===== src/rtl/dma_evt_pkg.sv =====
package dma_evt_pkg;
    typedef enum logic [0:0] {
        S_IDLE  = 1'b0,
        S_SERVE = 1'b1
    } evt_state_e;
endpackage


===== src/rtl/dma_evt_classify.sv =====
module dma_evt_classify #(
    parameter int NCH = 16
) (
    input  logic [NCH-1:0] done_i,
    input  logic [NCH-1:0] eflag_i,
    input  logic [NCH-1:0] etype_i,
    output logic [NCH-1:0] real_err_o
);
    for (genvar c = 0; c < NCH; c++) begin : g_chan
        logic bus_err;
        logic term_err;
        // both flags set: bus fault
        assign bus_err  = eflag_i[c] & etype_i[c];
        // termination only counts when no completion came with it
        assign term_err = eflag_i[c] & ~etype_i[c] & ~done_i[c];
        assign real_err_o[c] = bus_err | term_err;
    end
endmodule


===== src/rtl/dma_evt_prio.sv =====
module dma_evt_prio #(
    parameter int W  = 32,
    parameter int IW = $clog2(W)
) (
    input  logic [W-1:0]  vec_i,
    output logic [IW-1:0] idx_o,
    output logic          any_o
);
    always_comb begin
        idx_o = '0;
        for (int i = 0; i < W; i++) begin
            if (vec_i[i]) begin
                idx_o = IW'(i);
            end
        end
    end

    assign any_o = |vec_i;
endmodule


===== src/rtl/dma_evt_combiner.sv =====
module dma_evt_combiner
    import dma_evt_pkg::*;
#(
    parameter int NCH = 16,
    parameter int CW  = $clog2(NCH)
) (
    input  logic           clk,
    input  logic           rst_n,
    input  logic           snap_i,
    input  logic [NCH-1:0] done_vec_i,
    input  logic [NCH-1:0] errflag_vec_i,
    input  logic [NCH-1:0] errtype_vec_i,
    output logic           evt_valid_o,
    input  logic           evt_ready_i,
    output logic [CW-1:0]  evt_chan_o,
    output logic           evt_is_err_o,
    output logic [NCH-1:0] done_clr_o,
    output logic [NCH-1:0] err_clr_o,
    output logic [NCH-1:0] chan_rst_o
);
    localparam int PW  = 2 * NCH;
    localparam int PIW = $clog2(PW);

    evt_state_e     state_q, state_d;
    logic [PW-1:0]  pend_q, pend_d;
    logic [NCH-1:0] real_err;
    logic [PIW-1:0] top_idx;
    logic           top_any;
    logic           accept;
    logic           take_snap;
    logic [PW-1:0]  top_mask;

    dma_evt_classify #(.NCH(NCH)) u_cls (
        .done_i     (done_vec_i),
        .eflag_i    (errflag_vec_i),
        .etype_i    (errtype_vec_i),
        .real_err_o (real_err)
    );

    dma_evt_prio #(.W(PW), .IW(PIW)) u_prio (
        .vec_i (pend_q),
        .idx_o (top_idx),
        .any_o (top_any)
    );

    assign evt_valid_o  = (state_q == S_SERVE);
    assign evt_is_err_o = (int'(top_idx) >= NCH);
    assign evt_chan_o   = evt_is_err_o ? CW'(int'(top_idx) - NCH) : CW'(top_idx);
    assign accept       = evt_valid_o & evt_ready_i;
    assign take_snap    = (state_q == S_IDLE) & snap_i;
    assign top_mask     = PW'(1) << top_idx;

    // next state and pending word
    always_comb begin
        state_d = state_q;
        pend_d  = pend_q;
        unique case (state_q)
            S_IDLE: begin
                if (snap_i) begin
                    pend_d = {real_err, done_vec_i};
                    if (|pend_d) begin
                        state_d = S_SERVE;      // SNAP_HIT
                    end                          // else SNAP_EMPTY
                end
            end
            S_SERVE: begin
                if (evt_ready_i) begin
                    pend_d = pend_q & ~top_mask;
                    if (pend_d == '0) begin
                        state_d = S_IDLE;       // SERVE_LAST
                    end                          // else SERVE_NEXT
                end
            end
            default: state_d = S_IDLE;
        endcase
    end

    // state register
    always_ff @(posedge clk or negedge rst_n) begin
        if (!rst_n) begin
            state_q <= S_IDLE;
            pend_q  <= '0;
        end else begin
            state_q <= state_d;
            pend_q  <= pend_d;
        end
    end

    // registered output pulses
    always_ff @(posedge clk or negedge rst_n) begin
        if (!rst_n) begin
            done_clr_o <= '0;
            err_clr_o  <= '0;
            chan_rst_o <= '0;
        end else begin
            done_clr_o <= take_snap ? done_vec_i : '0;
            err_clr_o  <= take_snap ? (errflag_vec_i | errtype_vec_i) : '0;
            chan_rst_o <= (accept && evt_is_err_o) ? (NCH'(1) << evt_chan_o) : '0;
        end
    end

    AST_VALID_HOLD: assert property (@(posedge clk) disable iff (!rst_n)
        evt_valid_o && !evt_ready_i |=> evt_valid_o && $stable(evt_chan_o) && $stable(evt_is_err_o));

    AST_ERR_FIRST: assert property (@(posedge clk) disable iff (!rst_n)
        evt_valid_o && !evt_is_err_o |-> pend_q[PW-1:NCH] == '0);

    AST_VALID_HAS_WORK: assert property (@(posedge clk) disable iff (!rst_n)
        evt_valid_o |-> top_any);

    AST_LAST_DROPS: assert property (@(posedge clk) disable iff (!rst_n)
        accept && $countones(pend_q) == 1 |=> !evt_valid_o);

    AST_RST_ONEHOT: assert property (@(posedge clk) disable iff (!rst_n)
        $onehot0(chan_rst_o));

    AST_RST_AFTER_ERR: assert property (@(posedge clk) disable iff (!rst_n)
        |chan_rst_o |-> $past(accept && evt_is_err_o));

    AST_CLR_AFTER_SNAP: assert property (@(posedge clk) disable iff (!rst_n)
        (|done_clr_o || |err_clr_o) |-> $past(snap_i && state_q == S_IDLE));

    AST_NO_CLR_IN_SERVE: assert property (@(posedge clk) disable iff (!rst_n)
        evt_valid_o && snap_i |=> done_clr_o == '0 && err_clr_o == '0);
endmodule


===== config.mk =====
export PLATFORM = sky130hd
export DESIGN_NAME = dma_evt_combiner
export DESIGN_NICKNAME = d
export VERILOG_FILES = /design/src/rtl/dma_evt_pkg.sv /design/src/rtl/dma_evt_classify.sv /design/src/rtl/dma_evt_prio.sv /design/src/rtl/dma_evt_combiner.sv
export SDC_FILE = /design/constraint.sdc
export NUM_CORES = 1
export LEC_CHECK = 0
export BUFFER_PORTS_ARGS = -buffer_cell sky130_fd_sc_hd__buf_2
export CORE_UTILIZATION = 31
export DETAILED_ROUTE_END_ITERATION = 6
export SLEW_MARGIN = 20
export SYNTH_ARGS = -nofsm -noshare
export SYNTH_HDL_FRONTEND = slang
export SYNTH_SLANG_ARGS = --single-unit

===== constraint.sdc =====
create_clock -name clk -period 4.7 [get_ports clk]
set_clock_uncertainty 0.1 [all_clocks]
set_input_delay 0.47 -clock clk [delete_from_list [all_inputs] [get_ports clk]]
set_output_delay 0.47 -clock clk [all_outputs]
set_load 0.01 [all_outputs]

Word level (Yosys, flattened, before mapping)
Index checks and enable logic that the tools add are counted.
{ "totals": {"regBits": 81, "input_bits": 52, "out_inout_bits": 54, "wordCells": 160} }
{ "classes": {"n_addsub": 1, "order_cmp": 1, "n_eq_ne": 2, "n_shift": 2, "muxes": 43, "bitwise_logic": 102, "reduce_logical": 4} }
{ "ops": {"columns": ["op", "count"], "rows": [
  ["2-to-1 mux 5 bit", 16],
  ["2-to-1 mux 32 bit", 2],
  ["case mux 32 bit (2 select lines)", 1],
  ["AND 1 bit", 50],
  ["2-to-1 mux 16 bit", 3],
  ["2-to-1 mux 4 bit", 9],
  ["NOT 1 bit", 33],
  ["AND 32 bit", 1],
  ["logical NOT 32 bit", 1],
  ["NOT 32 bit", 1],
  ["OR reduction 32 bit", 1],
  ["left shift 1 x 5 -> 32 bit (first input constant)", 1],
  ["OR 1 bit", 16],
  ["OR 16 bit", 1],
  ["left shift 1 x 4 -> 16 bit (first input constant)", 1],
  ["2-to-1 mux 3 bit", 4],
  ["greater-or-equal comparator 5 bit (second input constant)", 1],
  ["2-to-1 mux 1 bit", 5],
  ["2-to-1 mux 2 bit", 2],
  ["!= test 2 bit (second input constant)", 2],
  ["subtractor 4 x 1 -> 4 bit (second input constant)", 1],
  ["case mux 1 bit (2 select lines)", 1],
  ["AND reduction 2 bit", 1],
  ["logical AND 1 bit", 1]
]} }

Depth between registers and ports, before layout
Gate-level depths: netlist (run 1).
{ "logic_depth": {"word_depth": 38, "depth_mapped": 11, "ltp_nobuf": 8} }

Cells and area by module
From an unflattened synthesis (run 1), not the netlist that was laid out.
{ "hier_totals": {"hier_cells": 447, "hier_area_um2": 4235.3} }
{ "modules_own_cells": {"columns": ["mod", "instances", "cells_each", "area_each_um2"], "rows": [
  ["dma_evt_combiner", 1, 353, 3688.5],
  ["dma_evt_prio", 1, 62, 366.6],
  ["dma_evt_classify", 1, 32, 180.2]
]} }

Worst setup path before layout (run 1)
No wires, ideal clock.
{ "synth_path": {"kind": "register -> register", "start": "register pend_q[29]", "end": "register state_q, in the netlist evt_valid_o", "setup_ps": 141, "arrival_ps": 2368, "setup_slack_ps": 2091, "stages_incl_launch_ff": 11, "period_less_slack_ps": 2609, "cell_sequence": "dfrtp_1 -> buf_2 -> nor4_4 -> nand4_2 -> or2_0 -> buf_2 -> o32a_1 -> nor4_1 -> o2111ai_1 -> nor4_2 -> a41oi_1"} }
{ "synth_via": {"elab_chain_cells": 10} }
{ "synth_lines": {"columns": ["item", "line", "source"], "rows": [
  ["start: declaration", "dma_evt_combiner.sv:25", "logic [PW-1:0] pend_q, pend_d;"],
  ["start signal: assignment", "dma_evt_combiner.sv:85", "pend_q <= pend_d;"],
  ["2-to-1 mux 5 bit (3 in a row)", "dma_evt_prio.sv:12", "if (vec_i[i]) begin"],
  ["left shift 1 x 5 -> 32 bit", "dma_evt_combiner.sv:51", "assign top_mask = PW'(1) << top_idx;"],
  ["NOT 32 bit", "dma_evt_combiner.sv:68", "pend_d = pend_q & ~top_mask;"],
  ["AND 32 bit (*)", "dma_evt_combiner.sv:68", null],
  ["logical NOT 32 bit (*)", "dma_evt_combiner.sv:69", "if (pend_d == '0) begin"],
  ["2-to-1 mux 1 bit (*)", "dma_evt_combiner.sv:69", null],
  ["2-to-1 mux 1 bit (*)", "dma_evt_combiner.sv:67", "if (evt_ready_i) begin"],
  ["case mux 1 bit (2 select lines) (*)", "dma_evt_combiner.sv:57", "unique case (state_q)"],
  ["net state_d", "dma_evt_combiner.sv:24", "evt_state_e state_q, state_d;"],
  ["end signal: assignment", "dma_evt_combiner.sv:84", "state_q <= state_d;"],
  ["end: declaration", "dma_evt_combiner.sv:24", null]
]} }
Mark *: on every way through the listed nets, which the timed path passes. The rest lies on a longest branch.
A chain may end at the register's enable or synchronous reset.

Final worst setup path (run 1)
{ "layout_path": {"start": "register pend_q[4]", "end": "register state_q, in the netlist evt_valid_o"} }
{ "layout_via": {"elab_chain_cells": 35} }
{ "layout_lines": {"columns": ["item", "line"], "rows": [
  ["2-to-1 mux 3 bit (4 in a row)", "dma_evt_prio.sv:12"],
  ["2-to-1 mux 4 bit (8 in a row)", "dma_evt_prio.sv:12"],
  ["2-to-1 mux 5 bit (16 in a row)", "dma_evt_prio.sv:12"],
  ["left shift 1 x 5 -> 32 bit", "dma_evt_combiner.sv:51"],
  ["NOT 32 bit", "dma_evt_combiner.sv:68"],
  ["AND 32 bit (*)", "dma_evt_combiner.sv:68"],
  ["logical NOT 32 bit (*)", "dma_evt_combiner.sv:69"],
  ["2-to-1 mux 1 bit (*)", "dma_evt_combiner.sv:69"],
  ["2-to-1 mux 1 bit (*)", "dma_evt_combiner.sv:67"],
  ["case mux 1 bit (2 select lines) (*)", "dma_evt_combiner.sv:57"],
  ["net state_d", "dma_evt_combiner.sv:24"]
]} }
Marks and branches as above.

==> results of run 1 <==
-- worst max-delay path: cells and delay by family, from the launching register on --
kind | cells | cell delay [ps]
AND/OR/NAND/NOR | 5 | 2030
AO/OA/AOI/OAI | 3 | 690
flip-flops | 1 | 440
-- area by class of cell --
type                    count  area [µm²]
fillers                  1335        7610
flip-flops and latches     81        2030
multi-input cells         329        1920
repair buffers            108         554
clock buffers              12         256
well taps                 172         215
clock inverters             4        75.1
inverters                  18        67.6
-- layer usage --
metal  global-route usage  vias up  part of all wire  routed length (µm)
met2                0.389      183              0.47                7360
met1                0.323     1939              0.43                6820
li1                     -     1829                 -                   -
met3               0.0469       38             0.065                1010
met5                    0        -                 0                   0
met4               0.0979        0             0.031                 482
-- flip-flops by register name, indices dropped and copies added, names as in the netlist --
register     flops
evt_valid_o      1
pend_q          32
err_clr_o       16
done_clr_o      16
chan_rst_o      16
-- kinds of logic (layout without fill, tap and decap cells) --
group | after synthesis | count (layout)
DFF | 81 | 81
buffers and inverters | 35 | 142
AOI/OAI and AO/OA | 147 | 147
and+or+nand+nor | 182 | 182
-- layout by cell type (no fill, tap or decap), drive strengths merged, types with 3 or more instances in the layout --
cell     instances
nand3            3
o41ai            3
clkbuf          12
nor3             8
a21boi           3
o21a             9
and2             5
nand2           27
inv             18
nor2            84
o21ai           53
or4              3
buf            108
nand2b           5
or3              5
o22ai            3
o211ai          10
or2              8
nor2b            5
nor4            16
dfrtp           81
a21oi           13
nand4            6
o31ai            5
a21o            11
o21bai           4
o2bb2ai          3
a211oi           4
o31a             5
-- where the power goes --
part | total (mW) | internal [mW] | switching [mW]
clock network | 0.788 | 0.495 | 0.293
logic | 2.33 | 0.749 | 1.58
registers | 1.00 | 0.822 | 0.181
-- how the worst max path moves through the flow --
stage	cells past startpoint	slack, ps	from	end
after floorplan	10	2090	pend_q[29]	evt_valid_o
after global placement	8	1250	pend_q[4]	evt_valid_o
after detailed placement	8	1410	pend_q[4]	evt_valid_o
after CTS	8	1400	pend_q[4]	evt_valid_o
after global routing	8	1240	pend_q[21]	evt_valid_o
final	8	1300	pend_q[4]	evt_valid_o
-- per-stage QoR --
step | total power, mW | setup WS [ps] | area [µm²]
floorplan | 2.43 | 2090 | 4090
global placement | 3.36 | 1250 | 4780
detailed placement | 3.30 | 1410 | 4780
CTS | 4.09 | 1400 | 5110
global route | 4.36 | 1240 | 5120
finish | 4.13 | 1300 | 5120
==> results.yml, run 1 <==
grt:
  grt_pass1_vias: 3906
  grt_pass1_wl_mm: 23.7
  antenna_found_initial: 0
  grt_usage: 0.243
  grt_overflow: 0
  grt_max_degree: 82
min_path:
  hp-class: "input port to async pin"
setup_path:
  slowest_stage: "nor3_1"
  r2r-start: "pend_q[4]"
  arrival_ps: 3520
  r2r_setup_slack_ps: 1300
  cp_max_fo: 9
  worstSetupEndpointType: "register"
  crit_type: "register to register"
  crit_chain: "or4_1 > a211oi_2 > or2_1 > nand2_4 > nor3_1 > a21boi_0 > nor4_2 > a41oi_1"
  r2r_cells: 8
  worstPathRequired_ps: 4810
  startpoint_type: "register"
  max_stage_delay_ps: 680
  reg2reg_to: "evt_valid_o"
synthesis:
  syn-cell-area_mm2: 0.00409
  synth.most_common_cell: "nor2_1"
  synth_compound_area_frac: 0.242
  synth_common_cells: "nor2_1 (84), dfrtp_1 (81), o21ai_0 (48)"
  yosysSeqAreaShare: 0.495
  ys.flop_type: "dfrtp_1"
  synth_xor_area_frac: 0
  synthSimpleGateAreaFrac: 0.227
  synthArstFlopShare: 1.00
  synthCells: 445
  synth_seq_cells: 81
  yosysTopAreaCellShare: 0.495
  yosys.area.top_type: "dfrtp_1"
  muxShareOfSynthArea: 0
  synth-edff-count: 0
  ys_warn_count: 0
  synth_top_family_by_area: "compound AO/OA/AOI/OAI gates"
  synthTopCellsByArea: "dfrtp_1 (50%), nor2_1 (7.7%), o21ai_0 (5.9%)"
  synthAdderAreaFrac: 0
  ys_types: 62
  syn-num-nets: 497
  syn-mean-instance-area_um2: 9.19
die:
  die_x_um: 117
  core_region_area_mm2: 0.0127
  design.die.area_mm2: 0.0137
  io_pins: 106
  placementRows: 41
  start_util: 0.322
  fp.dieH_um: 117
detailed_routing:
  finalWirelength_mm: 15.7
  drtIter0Drc: 290
  drc: 0
  viasPerCell: 5.51
  vias: 3989
  wire_per_inst_um: 21.7
  firstDrtPassIters: 5
  ant_nets: 0
pwr:
  max-vdd-ir-drop_mv: 0.328
  total_leakage_power_nw: 2.55
  power_density_mw_per_mm2: 806
sta:
  holdWs_ps: 58.7
  worstMarginPinSlew_ps: 1010
  period_share: 0.724
  fmax_mhz: 294
  setup_violations: 0
  finalHoldViolations: 0
  fin_setup_tns_ps: 0
  min_period_ps: 3400
  rsz0062_at_grt: "no"
  finalMaxSlewViolations: 0
  max_slew_margin: 0.325
layout:
  drive_above_1_share: 0.259
  fin_util: 0.402
  antenna_cells: 0
  area.growth.synth_to_final_pct: 25.0
  fin_nets: 599
  instances_no_fill: 724
clock_tree:
  cts_made_buffers: 9
  cts_buffer_depth: 2
  postCtsHoldBufs: 0
  clock-sinks: 81
  root_buffer: "clkbuf_16"
  postCtsSetupBuffers: 0
  cts_tree: "built"
  cts_resized: 0
  clkTransAtPathRegs_ps: 60
  clock_latency_ps: 350
  htreeDepth: 3
placed_design:
  placedCellCount: 708
  gp_congestion: 0.934
  dp_hpwl_mm: 12.0
  portBuffers: 105
run:
  cap_viol_max_count: 0
outcome:
  status: "finished clean"
No activity file was read; power rests on OpenSTA's default activity.
==> run 2, diff against run 1 <==
==> constraint.sdc (replaced) <==
create_clock -name clk -period 2.9 [get_ports clk]
set_clock_uncertainty 0.1 [all_clocks]
set_input_delay 0.29 -clock clk [delete_from_list [all_inputs] [get_ports clk]]
set_output_delay 0.29 -clock clk [all_outputs]
set_load 0.01 [all_outputs]
==> run 2 against run 1 <==
Net effect: cell count grew 9.7%; setup slack lost 1200 ps; via count grew 8.1%; utilization grew 4.7 points; power grew 93%; count of clock-buffer cells in the layout is the same; largest cell class unchanged; largest power group unchanged; critical endpoint unchanged; global-route usage grew 0.64 points; clock power grew 52%.
==> results.yml, run 2 (synthesis gave the netlist of run 1 again) <==
clock_tree:
  clock_latency_ps: 340
  cts_buffer_depth: 2
  cts_tree: "built"
  htreeDepth: 3
  clkTransAtPathRegs_ps: 60
  cts_made_buffers: 9
  root_buffer: "clkbuf_16"
  clock-sinks: 81
detailed_routing:
  ant_nets: 0
  routed-wl-met3_mm: 1.36
  firstDrtPassIters: 5
  met1_length_mm: 6.82
  wire_per_inst_um: 20.5
  route.met2.wl_mm: 7.39
  finalWirelength_mm: 16.3
  dr.max_layer_used: "met4"
  drc: 0
  drtIter0Drc: 392
  viasPerCell: 5.43
  vias: 4311
pwr:
  p_total_mw: 7.96
  max-vdd-ir-drop_mv: 0.529
  total_leakage_power_nw: 2.91
  power_density_mw_per_mm2: 1390
setup_path:
  crit_buf_inv: 0
  arrival_ps: 2930
  cp.depth: 8
  crit_type: "register to register"
  r2r-start: "pend_q[12]"
  max_stage_delay_ps: 580
  cp_max_fo: 4
  r2r_setup_slack_ps: 70
  worstSetupEndpointType: "register"
  slowest_stage: "or4_1"
  startpoint_type: "register"
  r2r_cells: 8
  worstPathRequired_ps: 3000
  reg2reg_to: "evt_valid_o"
  crit_family: "simple AND/OR/NAND/NOR gates"
  crit_chain: "or4_1 > a211oi_2 > or2_4 > o211ai_1 > or3_1 > a32oi_1 > and4_1 > a41oi_1"
sta:
  fmax_mhz: 353
  setup_violations: 0
  max_slew_margin: 0.549
  finalMaxSlewViolations: 0
  worst_slack_ps: 65.1
  rsz0062_at_grt: "no"
  period_share: 0.978
  min_period_ps: 2830
  finalHoldViolations: 0
  fin_setup_tns_ps: 0
  worstMarginPinSlew_ps: 670
layout:
  fill_cells: 1310
  instances_no_fill: 794
  drive_above_1_share: 0.363
  fin_nets: 669
  final_common_cell: "buf_2"
  regMostFlops: "pend_q"
  largest_reg_flops: 32
  antenna_cells: 0
  layout_common_cells: "buf_2 (104), nor2_1 (84), dfrtp_1 (81), buf_4 (71), o21ai_0 (47)"
  area.growth.synth_to_final_pct: 39.7
die:
  placementRows: 41
  fp.dieH_um: 117
  core_region_area_mm2: 0.0127
  start_util: 0.322
  io_pins: 106
  die_x_um: 117
  design.die.area_mm2: 0.0137
grt:
  antenna_found_initial: 0
  grt_pass1_vias: 4239
  grt_pass1_wl_mm: 24.2
  grt_usage: 0.249
  grt_overflow: 0
  grt_max_degree: 53
placed_design:
  place_ws_ps: 12.6
  placedCellCount: 776
  portBuffers: 105
  gp_congestion: 1.00
  dp_hpwl_mm: 12.9
min_path:
  holdCritStartpoint: "errflag_vec_i[7]"
  hold_depth: 3
  hold_end: "err_clr_o[7]"
  hp-class: "input port to register"
run:
  cap_viol_max_count: 0
outcome:
  status: "finished clean"
## run 2: repair_timing
action / CTS / global route
gates cloned: 0 / 0
resized for setup: 1 / 15
endpoints found under the hold margin: 38 / 0
setup endpoints to repair: 1 / 8
pin swaps: 1 / 4
hold buffers: 1 / 0
setup buffers: 0 / 1
## run 2: power by group
| group | internal (mW) | leakage [nW] | switching [mW] | total [mW] |
|---|---|---|---|---|
| Clock | 0.736 | 0.151 | 0.461 | 1.20 |
| Combinational | 2.19 | 1.65 | 3.06 | 5.25 |
| Sequential | 1.33 | 1.11 | 0.173 | 1.51 |
## run 2: layout make-up
class / count / area (µm²) / share of cell area
flip-flops and latches: 81 / 2030 / 0.355
multi-input cells: 329 / 1990 / 0.348
repair buffers: 178 / 1100 / 0.193
clock buffers: 12 / 267 / 0.0466
well taps: 172 / 215 / 0.0376
inverters: 18 / 67.6 / 0.0118
clock inverters: 4 / 50.0 / 0.00875
## run 2: stage by stage
| step | utilization | hold WS [ps] | area, µm² |
|---|---|---|---|
| floorplan | - | -106 | 4090 |
| global placement | 0.418 | 204 | 5320 |
| detailed placement | 0.418 | 215 | 5320 |
| CTS | 0.444 | 75.7 | 5650 |
| global route | 0.449 | 74.7 | 5720 |
| finish | 0.449 | 79.9 | 5720 |
## run 2: tightest hold or removal path: cells and delay by family
kind / cells / cell delay, ps
buffers and inverters: 1 / 90
and+or+nand+nor: 2 / 100
## run 2: metal layers
metal / track usage / up-vias
li1: - / 1963
met1: 0.324 / 2067
met2: 0.385 / 235
met3: 0.0551 / 46
met4: 0.140 / 0
met5: 0 / -
## run 2: worst max-delay path by stage
stage	start	slack (ps)	endpoint
global placement	pend_q[16]	-40	evt_valid_o
detailed placement	pend_q[18]	10	evt_valid_o
CTS	pend_q[23]	8	evt_valid_o
floorplan	pend_q[29]	290	evt_valid_o
global route	pend_q[24]	0.4	evt_valid_o
finish	pend_q[12]	70	evt_valid_o
